**src/rtl/plc_macrocell_pkg.sv**
```systemverilog
package plc_macrocell_pkg;

  typedef enum logic [1:0] {
    MODE_NONE = 2'd0,
    MODE_REG  = 2'd1,
    MODE_CPX  = 2'd2,
    MODE_SMP  = 2'd3
  } mode_e;

  typedef enum logic [1:0] {
    OE_OFF   = 2'd0,
    OE_ON    = 2'd1,
    OE_TERM  = 2'd2,
    OE_SHARE = 2'd3
  } oe_sel_e;

  typedef struct packed {
    logic    use_reg;
    logic    full_sum;
    oe_sel_e oe_sel;
  } cell_ctl_t;

  function automatic mode_e mode_of(input logic a, input logic b);
    case ({a, b})
      2'b01:   return MODE_REG;
      2'b11:   return MODE_CPX;
      2'b10:   return MODE_SMP;
      default: return MODE_NONE;
    endcase
  endfunction

endpackage

```
**src/rtl/plc_cell_decode.sv**
```systemverilog
module plc_cell_decode
  import plc_macrocell_pkg::*;
(
  input  logic      glb_mode_a,
  input  logic      glb_mode_b,
  input  logic      cell_io,
  output mode_e     mode,
  output cell_ctl_t ctl
);

  assign mode = mode_of(glb_mode_a, glb_mode_b);

  always_comb begin
    ctl = '{use_reg: 1'b0, full_sum: 1'b1, oe_sel: OE_OFF};
    case (mode)
      MODE_REG: begin
        ctl.use_reg  = ~cell_io;
        ctl.full_sum = ~cell_io;
        ctl.oe_sel   = cell_io ? OE_TERM : OE_SHARE;
      end
      MODE_CPX: begin
        ctl.full_sum = 1'b0;
        ctl.oe_sel   = OE_TERM;
      end
      MODE_SMP: begin
        ctl.oe_sel = cell_io ? OE_OFF : OE_ON;
      end
      default: ctl.oe_sel = OE_OFF;
    endcase
  end

endmodule

```
**src/rtl/plc_term_sum.sv**
```systemverilog
module plc_term_sum #(
  parameter int NUM_PT = 8
) (
  input  logic [NUM_PT-1:0] pt_in,
  input  logic [NUM_PT-1:0] pt_off,
  output logic              sum_all,
  output logic              sum_data,
  output logic              oe_term
);

  localparam int DATA_PT = NUM_PT - 1;

  logic [NUM_PT-1:0] live;

  for (genvar gi = 0; gi < NUM_PT; gi++) begin : g_mask
    assign live[gi] = pt_in[gi] & ~pt_off[gi];
  end

  assign sum_all  = |live;
  assign sum_data = |live[DATA_PT-1:0];
  assign oe_term  = live[DATA_PT];

endmodule

```
**src/rtl/plc_cell_reg.sv**
```systemverilog
module plc_cell_reg (
  input  logic clk,
  input  logic rst_n,
  input  logic d,
  input  logic pl_en,
  input  logic pl_val,
  output logic q
);

  always_ff @(posedge clk or negedge rst_n) begin
    if (!rst_n)     q <= 1'b0;
    else if (pl_en) q <= pl_val;
    else            q <= d;
  end

  // preload beats the normal D input
  a_r10_preload_wins: assert property (@(posedge clk) disable iff (!rst_n)
    pl_en |=> (q == $past(pl_val)));

endmodule

```
**src/rtl/plc_macrocell.sv**
```systemverilog
module plc_macrocell
  import plc_macrocell_pkg::*;
#(
  parameter int NUM_PT = 8
) (
  input  logic              clk,
  input  logic              rst_n,
  input  logic              glb_mode_a,
  input  logic              glb_mode_b,
  input  logic              cell_io,
  input  logic              cell_pol,
  input  logic [NUM_PT-1:0] pt_in,
  input  logic [NUM_PT-1:0] pt_off,
  input  logic              oe_pin_n,
  input  logic              pl_en,
  input  logic              pl_val,
  input  logic              pin_in,
  output logic              pin_out,
  output logic              pin_oe,
  output logic              fb_out
);

  mode_e     mode;
  cell_ctl_t ctl;
  logic      sum_all, sum_data, oe_term;
  logic      sum_sel, comb_val, reg_d, reg_q;

  plc_cell_decode u_decode (
    .glb_mode_a (glb_mode_a),
    .glb_mode_b (glb_mode_b),
    .cell_io    (cell_io),
    .mode       (mode),
    .ctl        (ctl)
  );

  plc_term_sum #(.NUM_PT(NUM_PT)) u_sum (
    .pt_in    (pt_in),
    .pt_off   (pt_off),
    .sum_all  (sum_all),
    .sum_data (sum_data),
    .oe_term  (oe_term)
  );

  // The register stores the inverse of the pin level, so a cleared
  // register shows a high pin whatever the polarity.
  assign reg_d = sum_all ^ cell_pol;

  plc_cell_reg u_reg (
    .clk    (clk),
    .rst_n  (rst_n),
    .d      (reg_d),
    .pl_en  (pl_en),
    .pl_val (pl_val),
    .q      (reg_q)
  );

  assign sum_sel  = ctl.full_sum ? sum_all : sum_data;
  assign comb_val = cell_pol ? sum_sel : ~sum_sel;
  assign pin_out  = ctl.use_reg ? ~reg_q : comb_val;

  always_comb begin
    case (ctl.oe_sel)
      OE_ON:    pin_oe = 1'b1;
      OE_TERM:  pin_oe = oe_term;
      OE_SHARE: pin_oe = ~oe_pin_n;
      default:  pin_oe = 1'b0;
    endcase
  end

  assign fb_out = ctl.use_reg ? ~reg_q : (pin_oe ? pin_out : pin_in);

  logic cfg_reg_out;
  assign cfg_reg_out = (mode == MODE_REG) && !cell_io;

  // pin level after an edge follows the polarity-adjusted full sum
  a_r3_reg_capture: assert property (@(posedge clk) disable iff (!rst_n)
    (cfg_reg_out && !pl_en) |=>
      (!cfg_reg_out || pin_out == ($past(cell_pol) ? $past(sum_all) : !$past(sum_all))));

  // a dedicated-input cell never drives and echoes the pad
  a_r6_input_only: assert property (@(posedge clk) disable iff (!rst_n)
    (mode == MODE_SMP && cell_io) |-> (!pin_oe && fb_out == pin_in));

  // a disabled enable term never turns the driver on
  a_r8_masked_oe: assert property (@(posedge clk) disable iff (!rst_n)
    ((mode == MODE_CPX || (mode == MODE_REG && cell_io)) && pt_off[NUM_PT-1]) |-> !pin_oe);

  // the unassigned mode pair keeps the pad undriven
  a_r1_unassigned_off: assert property (@(posedge clk) disable iff (!rst_n)
    (!glb_mode_a && !glb_mode_b) |-> !pin_oe);

endmodule

```
**config.mk**
```make
export PLATFORM = sky130hd
export DESIGN_NAME = plc_macrocell
export DESIGN_NICKNAME = d
export VERILOG_FILES = /design/src/rtl/plc_macrocell_pkg.sv /design/src/rtl/plc_cell_decode.sv /design/src/rtl/plc_term_sum.sv /design/src/rtl/plc_cell_reg.sv /design/src/rtl/plc_macrocell.sv
export SDC_FILE = /design/constraint.sdc
export NUM_CORES = 1
export LEC_CHECK = 0
export ABC_AREA = 0
export CORE_AREA = 8 8 45 47
export CTS_CLUSTER_DIAMETER = 30
export DETAILED_ROUTE_END_ITERATION = 8
export DIE_AREA = 0 0 53 55
export PLACE_DENSITY = 0.71
export SYNTH_ARGS = -nofsm -noshare
export SYNTH_HDL_FRONTEND = slang
export SYNTH_SLANG_ARGS = --single-unit
```
**constraint.sdc**
```tcl
create_clock -name clk -period 2.8 [get_ports clk]
set_clock_uncertainty 0.1 [all_clocks]
set_input_delay 0.56 -clock clk [delete_from_list [all_inputs] [get_ports clk]]
set_output_delay 0.56 -clock clk [all_outputs]
set_load 0.03 [all_outputs]
```
==> results.json <==
{
  "clk_pin_slew_ns": 0,
  "gp_congestion": 0.621,
  "p_sw_mw": 0.0419,
  "critPathRequiredTime_ns": 2.14,
  "setup_ws_ns": 0.0805,
  "seqPwrFrac_pct": 14.2,
  "post-route-cell-area_um2": 657,
  "worst-path-buf-inv": 2,
  "drtIter0Drc": 3,
  "arrival_ns": 2.06,
  "first_pass_iters": 4,
  "grtUsageMet2_pct": 10.5,
  "p_int_mw": 0.0763,
  "ios": 29,
  "drt_wl_total_um": 938,
  "syn_avg_cell_area_um2": 7.91,
  "powerDensity_nw_per_um2": 180,
  "setup_viol": 0,
  "reg.largest.list": "u_reg.q x1",
  "core_um2": 1380,
  "drive_gt1_share_pct": 23.2,
  "nNetsFinal": 100,
  "cpLargestDelayFamily": "buffers and inverters",
  "grt_usage_pct": 5.73,
  "end_kind": "output pin",
  "hpwl_um": 843,
  "grt_util_met1_pct": 6.35,
  "yosys-top-cells-area": "ha_1 (13%), a2111oi_4 (9.4%), dfrtp_1 (8.5%)",
  "synth_cell_types": 22,
  "p_leak_nw": 0.328,
  "synth_area_um2": 293,
  "vias_per_cell": 4.47,
  "drc": 0,
  "antenna_found_initial": 0,
  "grt_busiest_layer": "met2",
  "met3_usage_pct": 2.41,
  "crit_fanout": 3,
  "postSynthCellCount": 37,
  "grt_overflow": 0,
  "port_buffers": 28,
  "sw_frac_of_total_pct": 35.4,
  "timing.final.crit_share_pct": 97.1,
  "fin_setup_tns_ns": 0,
  "seq_area_frac_synth_pct": 8.55,
  "final_cell_mix": "clkdlybuf4s50_1 (18), buf_4 (6), dlymetal6s2s_1 (5)",
  "cap_violations": 0,
  "hold_viol": 0,
  "cp_cell_sequence": "clkdlybuf4s50_1 -> nor2b_1 -> a2111oi_4 -> o211ai_4 -> xor2_1 -> mux2i_1 -> buf_4",
  "grt_pass1_vias": 366,
  "period_needed_ns": 2.72,
  "worst_slew_pin_slew_ns": 0.358,
  "grt_max_degree": 5,
  "yosys.area.top_type": "ha_1",
  "fmax_ghz": 0.368,
  "ir_drop_uv": 91.6,
  "dieArea_um2": 2920,
  "pwr-share-comb_pct": 85.8,
  "drv_slew": 0,
  "rows": 14,
  "final_common_cell": "clkdlybuf4s50_1",
  "critPathLaunchType": "primary input",
  "clockPowerShare_pct": 0,
  "nFillCells": 137,
  "path_class": "in2out",
  "max-slew-margin-rel_pct": 76.1,
  "syn_to_final_growth_pct": 124,
  "rsz0062_at_grt": "yes",
  "vias": 380,
  "fp.dieW_um": 53,
  "status": "complete, no violations",
  "hp-class": "in2async",
  "wl_per_cell_um": 11.0,
  "drtAntennaViolNets": 0,
  "slowest_stage": "clkdlybuf4s50_1",
  "syn-num-nets": 66,
  "max_stage_delay_ns": 0.39,
  "synth_warnings": 0,
  "ys_ff_latch": 1,
  "largest-register": "u_reg.q",
  "start_util_pct": 21.2,
  "holdWs_ns": 0.609,
  "largest_register_ffs": 1,
  "diodes": 0,
  "grt_pass1_wl_um": 1350,
  "die_h_um": 55,
  "yosysTopAreaCellShare_pct": 12.8,
  "pre_cts_ws_ns": -0.163,
  "post_dp_cell_area_um2": 608
}
synthesized netlist by cell type:
cell type  n
or3b_1     1
nor2b_4    1
o211ai_2   1
mux2i_1    1
nand2_1    2
xnor2_1    1
nor4_1     1
xor2_1     1
nand3b_1   1
a2111oi_4  1
nand2b_1   2
dfrtp_1    1
o21ai_0    1
o22a_1     1
nand4_1    1
nor2_1     3
nor2b_1    4
a21o_1     1
inv_1      6
a222oi_1   1
ha_1       3
nand3_1    2
repair_timing:
action / in CTS / in global routing
resized for setup: 6 / 10
hold buffers: 0 / 0
buffers inserted: 1 / 0
setup endpoints to repair: 3 / 2
pin swaps: 2 / 3
worst paths after layout:
check / startpoint / endpoint / slack (ns) / cells past startpoint
min in group clk: u_reg.q$_DFF_PN0_ / pin_out / 1.01 / 2
hold / removal: rst_n / u_reg.q$_DFF_PN0_ / 0.61 / 1
max in group asynchronous: rst_n / u_reg.q$_DFF_PN0_ / 1.89 / 1
setup / recovery: pt_in[1] / pin_out / 0.08 / 7
cells by family (layout without fill, tap and decap cells):
kind of cell    count (synthesis)  in the layout  share of synthesized area, %
simple gates                   18             18                          37.2
buf+inv                         6             38                          7.69
xor+xnor                        2              2                          5.98
mux                             1              1                          3.42
fa+ha+maj                       3              3                          12.8
flops                           1              1                          8.55
compound gates                  6              6                          24.4
layer usage:
metal	vias up	part of all wire [%]
met2	17	51
met1	169	40
li1	194	-
met3	0	9.2
met4	0	0
met5	-	0
metrics by stage:
| stage | power (mW) | cells | util (%) |
|---|---|---|---|
| final | 0.118 | 85 | 47.5 |
| after global routing | 0.126 | 85 | 47.5 |
| after CTS | 0.116 | 85 | 44.9 |
| after detailed placement | 0.113 | 84 | 43.9 |
| after global placement | 0.111 | 84 | 43.9 |
| after floorplan | 0.0582 | 37 | - |
power groups by stage:
stage,sequential (mW),combinational (mW),clock (mW)
2_1_floorplan,0.0166,0.0416,0
3_3_place_gp,0.0168,0.0944,0
3_5_place_dp,0.0168,0.0960,0
4_1_cts,0.0168,0.0992,0
5_1_grt,0.0168,0.110,0
6_report,0.0168,0.101,0
area by class of cell:
class	instances	area, um2	area share [%]
inverter	6	22.5	3.43
multi-input combinational	30	273	41.5
tap	16	20.0	3.05
sequential	1	25.0	3.81
timing repair buffer	32	317	48.2
Power figures use the tool's default switching activity.
